File: src/rtl/ctg_pkg.sv
package ctg_pkg;
  typedef enum logic [1:0] {
    PAT_PRBS    = 2'd0,
    PAT_CHECKER = 2'd1,
    PAT_RAMP    = 2'd2,
    PAT_ZERO    = 2'd3
  } pat_mode_e;

  localparam int unsigned LFSR_W = 15;
  localparam logic [LFSR_W-1:0] LFSR_SEED = '1;
endpackage

File: src/rtl/ctg_prbs_gen.sv
module ctg_prbs_gen
  import ctg_pkg::*;
#(
  parameter int unsigned N = 16,
  parameter int unsigned P = 8
) (
  input  logic           clk_i,
  input  logic           rst_ni,
  input  logic           restart_i,
  input  logic           adv_i,
  output logic [P*N-1:0] slots_o
);
  logic [LFSR_W-1:0] state_q, state_d, walk;

  // Unrolled serial walk: N bits per slot, MSB first, slots in order.
  always_comb begin
    walk    = state_q;
    slots_o = '0;
    for (int p = 0; p < int'(P); p++) begin
      for (int b = int'(N) - 1; b >= 0; b--) begin
        logic nb;
        nb = walk[LFSR_W-1] ^ walk[LFSR_W-2];
        walk = {walk[LFSR_W-2:0], nb};
        slots_o[p*N + b] = nb;
      end
    end
  end

  always_comb begin
    if (restart_i)  state_d = LFSR_SEED;
    else if (adv_i) state_d = walk;
    else            state_d = state_q;
  end

  always_ff @(posedge clk_i or negedge rst_ni) begin
    if (!rst_ni) state_q <= LFSR_SEED;
    else         state_q <= state_d;
  end
endmodule

File: src/rtl/ctg_ramp_gen.sv
module ctg_ramp_gen #(
  parameter int unsigned N = 16,
  parameter int unsigned P = 8
) (
  input  logic           clk_i,
  input  logic           rst_ni,
  input  logic           restart_i,
  input  logic           adv_i,
  output logic [P*N-1:0] slots_o
);
  localparam logic [N-1:0] STEP = N'(P);

  logic [N-1:0] base_q, base_d;

  for (genvar p = 0; p < P; p++) begin : g_slot
    assign slots_o[p*N +: N] = base_q + N'(p);
  end

  always_comb begin
    if (restart_i)  base_d = '0;
    else if (adv_i) base_d = base_q + STEP;
    else            base_d = base_q;
  end

  always_ff @(posedge clk_i or negedge rst_ni) begin
    if (!rst_ni) base_q <= '0;
    else         base_q <= base_d;
  end
endmodule

File: src/rtl/ctg_chk_gen.sv
module ctg_chk_gen #(
  parameter int unsigned N = 16,
  parameter int unsigned P = 8
) (
  input  logic           clk_i,
  input  logic           rst_ni,
  input  logic           restart_i,
  input  logic           adv_i,
  output logic [P*N-1:0] slots_o
);
  function automatic logic [N-1:0] even_word();
    logic [N-1:0] w;
    for (int i = 0; i < int'(N); i++) w[i] = (i % 2) == 0;
    return w;
  endfunction

  localparam logic [N-1:0] WORD_EVEN = even_word();
  localparam logic         P_ODD     = P[0];

  logic phase_q, phase_d;

  for (genvar p = 0; p < P; p++) begin : g_slot
    localparam logic SLOT_ODD = p[0];
    assign slots_o[p*N +: N] = (phase_q ^ SLOT_ODD) ? ~WORD_EVEN : WORD_EVEN;
  end

  always_comb begin
    if (restart_i)  phase_d = 1'b0;
    else if (adv_i) phase_d = phase_q ^ P_ODD;
    else            phase_d = phase_q;
  end

  always_ff @(posedge clk_i or negedge rst_ni) begin
    if (!rst_ni) phase_q <= 1'b0;
    else         phase_q <= phase_d;
  end
endmodule

File: src/rtl/ctg_lane_map.sv
module ctg_lane_map #(
  parameter int unsigned N              = 16,
  parameter int unsigned M_MAX          = 2,
  parameter int unsigned S_MAX          = 2,
  parameter int unsigned FRAMES_PER_CLK = 2,
  parameter bit          REVERSE_LANES  = 1'b0,
  localparam int unsigned CW = $clog2(M_MAX + 1),
  localparam int unsigned SW = $clog2(S_MAX + 1),
  localparam int unsigned W  = FRAMES_PER_CLK * M_MAX * S_MAX * N
) (
  input  logic [W-1:0]  slots_i,
  input  logic [CW-1:0] conv_act_i,
  input  logic [SW-1:0] samp_act_i,
  output logic [W-1:0]  data_o
);
  for (genvar f = 0; f < FRAMES_PER_CLK; f++) begin : g_frame
    for (genvar m = 0; m < M_MAX; m++) begin : g_conv
      localparam int unsigned MPOS = REVERSE_LANES ? (M_MAX - 1 - m) : m;
      for (genvar s = 0; s < S_MAX; s++) begin : g_samp
        localparam int unsigned LIDX = (f * M_MAX + m) * S_MAX + s;
        localparam int unsigned PIDX = (f * M_MAX + MPOS) * S_MAX + s;
        logic on;
        assign on = (int'(conv_act_i) > m) && (int'(samp_act_i) > s);
        assign data_o[PIDX*N +: N] = on ? slots_i[LIDX*N +: N] : '0;
      end
    end
  end
endmodule

File: src/rtl/ctg_pattern_top.sv
module ctg_pattern_top
  import ctg_pkg::*;
#(
  parameter int unsigned N              = 16,
  parameter int unsigned M_MAX          = 2,
  parameter int unsigned S_MAX          = 2,
  parameter int unsigned FRAMES_PER_CLK = 2,
  parameter bit          REVERSE_LANES  = 1'b0,
  localparam int unsigned CW = $clog2(M_MAX + 1),
  localparam int unsigned SW = $clog2(S_MAX + 1),
  localparam int unsigned P  = FRAMES_PER_CLK * M_MAX * S_MAX,
  localparam int unsigned W  = P * N
) (
  input  logic          clk_i,
  input  logic          rst_ni,
  input  logic          restart_i,
  input  logic [1:0]    mode_i,
  input  logic [CW-1:0] conv_act_i,
  input  logic [SW-1:0] samp_act_i,
  input  logic          ready_i,
  output logic          valid_o,
  output logic [W-1:0]  data_o
);
  pat_mode_e mode_q, mode_d;
  logic      valid_q, valid_d;
  logic      restart, adv;
  logic [W-1:0] prbs_slots, chk_slots, ramp_slots, sel_slots;

  always_comb begin
    restart = (mode_i != mode_q) || restart_i;
    adv     = valid_q && ready_i && !restart;
    mode_d  = pat_mode_e'(mode_i);
    valid_d = 1'b1;
  end

  always_ff @(posedge clk_i or negedge rst_ni) begin
    if (!rst_ni) begin
      mode_q  <= PAT_PRBS;
      valid_q <= 1'b0;
    end else begin
      mode_q  <= mode_d;
      valid_q <= valid_d;
    end
  end

  ctg_prbs_gen #(.N(N), .P(P)) u_prbs (
    .clk_i(clk_i), .rst_ni(rst_ni), .restart_i(restart), .adv_i(adv), .slots_o(prbs_slots)
  );
  ctg_chk_gen #(.N(N), .P(P)) u_chk (
    .clk_i(clk_i), .rst_ni(rst_ni), .restart_i(restart), .adv_i(adv), .slots_o(chk_slots)
  );
  ctg_ramp_gen #(.N(N), .P(P)) u_ramp (
    .clk_i(clk_i), .rst_ni(rst_ni), .restart_i(restart), .adv_i(adv), .slots_o(ramp_slots)
  );

  always_comb begin
    unique case (mode_q)
      PAT_PRBS:    sel_slots = prbs_slots;
      PAT_CHECKER: sel_slots = chk_slots;
      PAT_RAMP:    sel_slots = ramp_slots;
      default:     sel_slots = '0;
    endcase
  end

  ctg_lane_map #(
    .N(N), .M_MAX(M_MAX), .S_MAX(S_MAX),
    .FRAMES_PER_CLK(FRAMES_PER_CLK), .REVERSE_LANES(REVERSE_LANES)
  ) u_map (
    .slots_i(sel_slots), .conv_act_i(conv_act_i), .samp_act_i(samp_act_i), .data_o(data_o)
  );

  assign valid_o = valid_q;
endmodule

File: config.mk
export PLATFORM = sky130hd
export DESIGN_NAME = ctg_pattern_top
export DESIGN_NICKNAME = d
export VERILOG_FILES = /design/src/rtl/ctg_pkg.sv /design/src/rtl/ctg_prbs_gen.sv /design/src/rtl/ctg_ramp_gen.sv /design/src/rtl/ctg_chk_gen.sv /design/src/rtl/ctg_lane_map.sv /design/src/rtl/ctg_pattern_top.sv
export SDC_FILE = /design/constraint.sdc
export NUM_CORES = 1
export LEC_CHECK = 0
export BUFFER_PORTS_ARGS = -buffer_cell sky130_fd_sc_hd__buf_2
export CAP_MARGIN = 20
export CORE_ASPECT_RATIO = 2
export CORE_MARGIN = 5
export CORE_UTILIZATION = 54
export CTS_BUF_LIST = sky130_fd_sc_hd__clkbuf_4 sky130_fd_sc_hd__clkbuf_8
export DETAILED_ROUTE_END_ITERATION = 8
export PLACE_DENSITY = 0.84
export SLEW_MARGIN = 20
export SYNTH_ARGS = -nofsm -noshare
export SYNTH_HDL_FRONTEND = slang
export SYNTH_SLANG_ARGS = --single-unit
export TNS_END_PERCENT = 50
File: constraint.sdc
create_clock -name clk_i -period 2.55 [get_ports clk_i]
set_input_delay 0 -clock clk_i [delete_from_list [all_inputs] [get_ports clk_i]]
set_output_delay 0 -clock clk_i [all_outputs]
set_load 0.02 [all_outputs]
## After elaboration in Yosys (flattened, before gate mapping)

Cells that the tools add are included.

- Output and inout port bits: 129
- Register bits after elaboration: 34
- Bits of input ports: 10
- Logic and storage cells: 170

- $add $sub $neg: 8
- Eq/ne operators: 3
- Mux-type cells: 13
- Bitwise operators: 128
- Reduce and logical (&&, ||, !) cells: 10
- Order comparisons: 4

Operator list:

| kind | count |
|---|---|
| $pmux 128 s3 | 1 |
| $mux 16 | 10 |
| $xor 1x1->1 | 128 |
| $add 16x3->16 const B | 4 |
| $add 16x2->16 const B | 2 |
| $mux 15 | 2 |
| $add 16x1->16 const B | 1 |
| $add 16x4->16 const B | 1 |
| $gt 2x1->1 const B | 4 |
| $logic_and 1x1->1 | 6 |
| $eq 2x1->1 const B | 1 |
| $eq 2x2->1 const B | 1 |
| $logic_not 2->1 | 1 |
| $ne 2x2->1 | 1 |
| $reduce_bool 2->1 | 1 |
| $logic_not 1->1 | 1 |
| $logic_or 1x1->1 | 1 |

## Logic depth before layout (Yosys ltp)

- Depth in word-level cells: 12
- Gate-level depth with buffers: 7
- Gate-level depth less buffers: 6

## Modules after synthesis

Synthesis repeated with hierarchy kept, for this count alone.

- Cells, all modules: 1018
- Area, all modules: 9068.7 um^2

Modules (own cells, without submodules):

| module | times used | cells an instance | seq. area each (um^2) | area an instance (um^2) |
|---|---|---|---|---|
| ctg_pattern_top | 1 | 309 | 75.1 | 2937.8 |
| ctg_prbs_gen | 1 | 227 | 394.1 | 2237.1 |
| ctg_lane_map | 1 | 170 | 0.0 | 1462.7 |
| ctg_ramp_gen | 1 | 182 | 325.3 | 1462.7 |
| ctg_chk_gen | 1 | 130 | 0.0 | 968.4 |

## Worst setup path before layout

No wires, ideal clock.

- Path kind: register to output
- From: register u_prbs.state_q[14]
- To: output data_o[122]
- Stages on the path, launching flop included: 8
- Slack: 344 ps
- Path buffers: 1
- Arrival: 2206 ps
- Required time: 2550 ps
- Cell sequence: dfstp_2 buf_6 xor2_4 xnor2_4 xnor3_1 xnor2_1 nand2_1 a21oi_1

- Cells in the longest elaborated chain, start to end: 11
- Elaborated cells on any way between the ends: 26
- Those cells by class: mux: 2; bitwise: 24

RTL lines:

| item | line | source |
|---|---|---|
| start, declared | ctg_prbs_gen.sv:13 | `logic [LFSR_W-1:0] state_q, state_d, walk;` |
| start signal, assigned | ctg_prbs_gen.sv:37 | `else state_q <= state_d;` |
| $xor 1x1->1 (*) | ctg_prbs_gen.sv:22 | `nb = walk[LFSR_W-1] ^ walk[LFSR_W-2];` |
| $xor 1x1->1 (7 in a row) | ctg_prbs_gen.sv:22 |  |
| $xor 1x1->1 (*) | ctg_prbs_gen.sv:22 |  |
| $pmux 128 s3 (*) | ctg_pattern_top.sv:57 | `unique case (mode_q)` |
| $mux 16 (*) | ctg_lane_map.sv:24 | `assign data_o[PIDX*N +: N] = on ? slots_i[LIDX*N +: N] : '0;` |
| end, declared | ctg_pattern_top.sv:22 | `output logic [W-1:0] data_o` |

Every way passes the cells marked *; elsewhere a longest branch is shown, timed or not.

## Worst setup path after layout

- From: register u_prbs.state_q[13]
- To: output data_o[122]

- Cells in the longest elaborated chain, start to end: 11
- Elaborated cells on any way between the ends: 31
- Those cells by class: mux: 2; bitwise: 29

RTL lines:

| item | line |
|---|---|
| $xor 1x1->1 (8 in a row) | ctg_prbs_gen.sv:22 |
| $xor 1x1->1 (*) | ctg_prbs_gen.sv:22 |
| $pmux 128 s3 (*) | ctg_pattern_top.sv:57 |
| $mux 16 (*) | ctg_lane_map.sv:24 |

Marks and branches as above.

==> impl_metrics.ini <==
[outcome]
status = finished, final reports clean

[pwr]
power.internal_mw = 0.9836
p_comb_share_pct = 40.9
power_mw = 1.618
switchingPower_mw = 0.6341
power.share.switching_pct = 39.20
pwr-share-clk_pct = 26.8
power_frac_seq_pct = 32.3
p_per_area_nw_per_um2 = 286.8
p_leak_nw = 2.452
ir_drop_uv = 541.0

[global_routing]
grt_max_degree = 73
antenna_found_initial = 0
grt_pass1_vias = 4962
grt_pass1_wl_um = 26760
track_usage_pct = 33.54
grt_overflow_total = 0

[sta]
hold_viol_final = 0
fin_worst_skew_ns = 0.005052
min_period_over_period_pct = 97.17
setup_viol = 0
fin_setup_tns_ns = 0
timing.final.max_slew_violations = 0
fmax_mhz = 403.6
fin_ws_ns = 0.07225
max_slew_margin_pct = 27.95
period_minus_slack_ns = 2.478
rsz0062_at_grt = true
hold_slack_ns = 0.1509
tightest_slew_ns = 1.081

[route]
vias = 5053
drc = 0
vias_per_cell = 5.876
first_pass_iters = 5
drt-total-wl_um = 17450
avgRoutedWirePerCell_um = 20.29
ant_nets = 0
drt_iter0_drc = 494

[setup_path]
endpoint_kind = output pin
r2r_slack_ns = 0.48
crit_path_max_fanout = 6
critPathArrivalTime_ns = 2.48
reg2reg_depth = 7
r2r_start = u_prbs.state_q[7]
start_kind = flop
worstSetupPathType = reg -> out
cp.required_ns = 2.55
reg2reg_to = u_prbs.state_q[7]

[floorplan]
pin_count = 139
rows = 47
core_um2 = 8233
die_h_um = 139.1
die-area_um2 = 10370
initial_utilization_pct = 54.68
die_w_um = 74.56

[synth]
synthMuxAreaShare_pct = 0
synth_fp_nets = 641
avgSynthCellArea_um2 = 7.203
synth_compound_area_share_pct = 19.87
synth_seq_area_share_pct = 17.65
synth_top_family_by_area = XOR/XNOR gates
yosys.area_share.simple_pct = 18.37
synth_area_um2 = 4502
ys_warn_count = 0
synth_xor_area_share_pct = 35.46
synthAdderAreaFrac_pct = 1.668
ys_ff_latch = 31
syn_inst = 625
synth_cell_type_count = 34

[placement]
post_dp_cell_area_um2 = 5285
gp_congestion = 1.081
port_buffers = 138
dp_hpwl_um = 13450
dp_slack_ns = 0.2326
dpl.cell_count = 834

[clock_network]
path_clk_slew_ns = 0.06
cts-htree-levels = 2
cts_root_buffer = clkbuf_8
tritoncts = built
cts.path.max_buffers = 2
insertion_delay_ns = 0.29
cts_sinks = 31
numCtsBuffers = 5

[worst_hold_path]
hold_path_end = u_prbs.state_q[10]
whs_path_depth = 4
worstHoldStart = ready_i
min_path_type = in -> reg

[cells_and_area]
area_delta_synth_final_pct = 25.29
fin_util_pct = 68.51
fin_nets = 777
drive_gt1_share_pct = 31.23
final_cells = 860
n_antenna_cell = 0
final_area_um2 = 5640

[flow_run]
max_cap_violations = 0
==> power by group through the flow <==
stage / Combinational, mW / Clock, mW / Sequential, mW
6_report: 0.662 / 0.433 / 0.523
3_3_place_gp: 0.628 / 0 / 0.530
3_5_place_dp: 0.634 / 0 / 0.530
4_1_cts: 0.641 / 0.445 / 0.522
5_1_grt: 0.707 / 0.468 / 0.523
2_1_floorplan: 0.446 / 0 / 0.516
==> final cells by class <==
class / instances / area [um^2]
clock buffers: 8 / 103.9
fillers: 728 / 2592
inverters: 8 / 30.03
multi-input cells: 531 / 3497
flip-flops and latches: 31 / 805.8
well taps: 98 / 122.6
repair buffers: 184 / 1081
==> timing repair <==
| action | in CTS | in global routing |
|---|---|---|
| pin swaps | 0 | 2 |
| setup buffers | 5 | 10 |
| endpoints found under the setup margin | 1 | 7 |
| hold endpoints to repair | 18 | 0 |
| hold buffers | 3 | 0 |
| gates resized for setup | 0 | 12 |
==> cell usage after synthesis (all sizes together) <==
cell type	instances	area share, %
a21oi	153	17
nand2	111	9.3
xor2	84	19
xnor2	64	16
nor2	50	4.2
clkbuf	36	3.0
buf	19	3.2
o21ai	19	2.1
dfrtp	16	8.9
dfstp	15	8.8
nand2b	15	2.1
nand3	13	1.4
inv	8	0.67
ha	6	1.7
and3	3	0.42
or3	3	0.42
nor3b	2	0.33
a211o	1	0.19
a211oi	1	0.17
a31oi	1	0.14
conb	1	0.083
nor2b	1	0.14
nor3	1	0.11
o211ai	1	0.17
xnor3	1	0.50
==> worst max-delay path, cell delays in order (launching register included) <==
cell     delay [ns]
dfstp_2        0.61
xor2_4         0.22
xnor2_4        0.20
xnor3_2        0.46
xnor2_2        0.24
nand2_1        0.09
a21oi_1        0.18
buf_2          0.19
==> how the worst max path moves through the flow <==
| stage | from | end | slack (ns) | depth (start not counted) |
|---|---|---|---|---|
| finish | u_prbs.state_q[13] | data_o[122] | 0.07 | 7 |
| global route | u_prbs.state_q[14] | data_o[119] | -0.01 | 9 |
| CTS | u_prbs.state_q[9] | data_o[119] | 0.01 | 7 |
| detailed placement | u_prbs.state_q[13] | data_o[122] | 0.23 | 7 |
| global placement | u_prbs.state_q[14] | data_o[122] | 0.28 | 7 |
| floorplan | u_prbs.state_q[14] | data_o[122] | 0.34 | 7 |
==> kinds of logic (layout without fill, tap and decap cells) <==
family / count (synthesis) / count (layout)
adder cells (fa/ha/maj): 6 / 6
flip-flops: 31 / 31
other: 1 / 1
XOR/XNOR: 149 / 149
AND/OR/NAND/NOR: 199 / 199
buffers and inverters: 63 / 200
AO/OA/AOI/OAI: 176 / 176
==> routing by layer <==
| metal | wire length, um | track usage (%) | vias to the layer above |
|---|---|---|---|
| met3 | 1079 | 2.903 | 59 |
| met4 | 1052 | 22.05 | 0 |
| li1 | - | - | 2298 |
| met1 | 6154 | 38.32 | 2411 |
| met2 | 9166 | 56.89 | 285 |
| met5 | 0 | 0 | - |
==> sequential cells by signal, summed over array words and instances, names as in the netlist <==
| signal | flops |
|---|---|
| mode_q | 2 |
| u_prbs.state_q | 15 |
| u_ramp.base_q | 13 |
| valid_o | 1 |
==> cell usage in the layout (no fill, tap or decap), types with 8 or more instances in the layout <==
| cell type | instances |
|---|---|
| a21oi_1 | 151 |
| buf_2 | 138 |
| buf_4 | 40 |
| dfrtp_1 | 16 |
| dfstp_2 | 12 |
| inv_1 | 8 |
| nand2_1 | 111 |
| nand2b_1 | 15 |
| nand3_1 | 13 |
| nor2_1 | 50 |
| o21ai_0 | 16 |
| xnor2_1 | 50 |
| xnor2_2 | 9 |
| xor2_1 | 70 |
(Power assumes the default switching activity.)
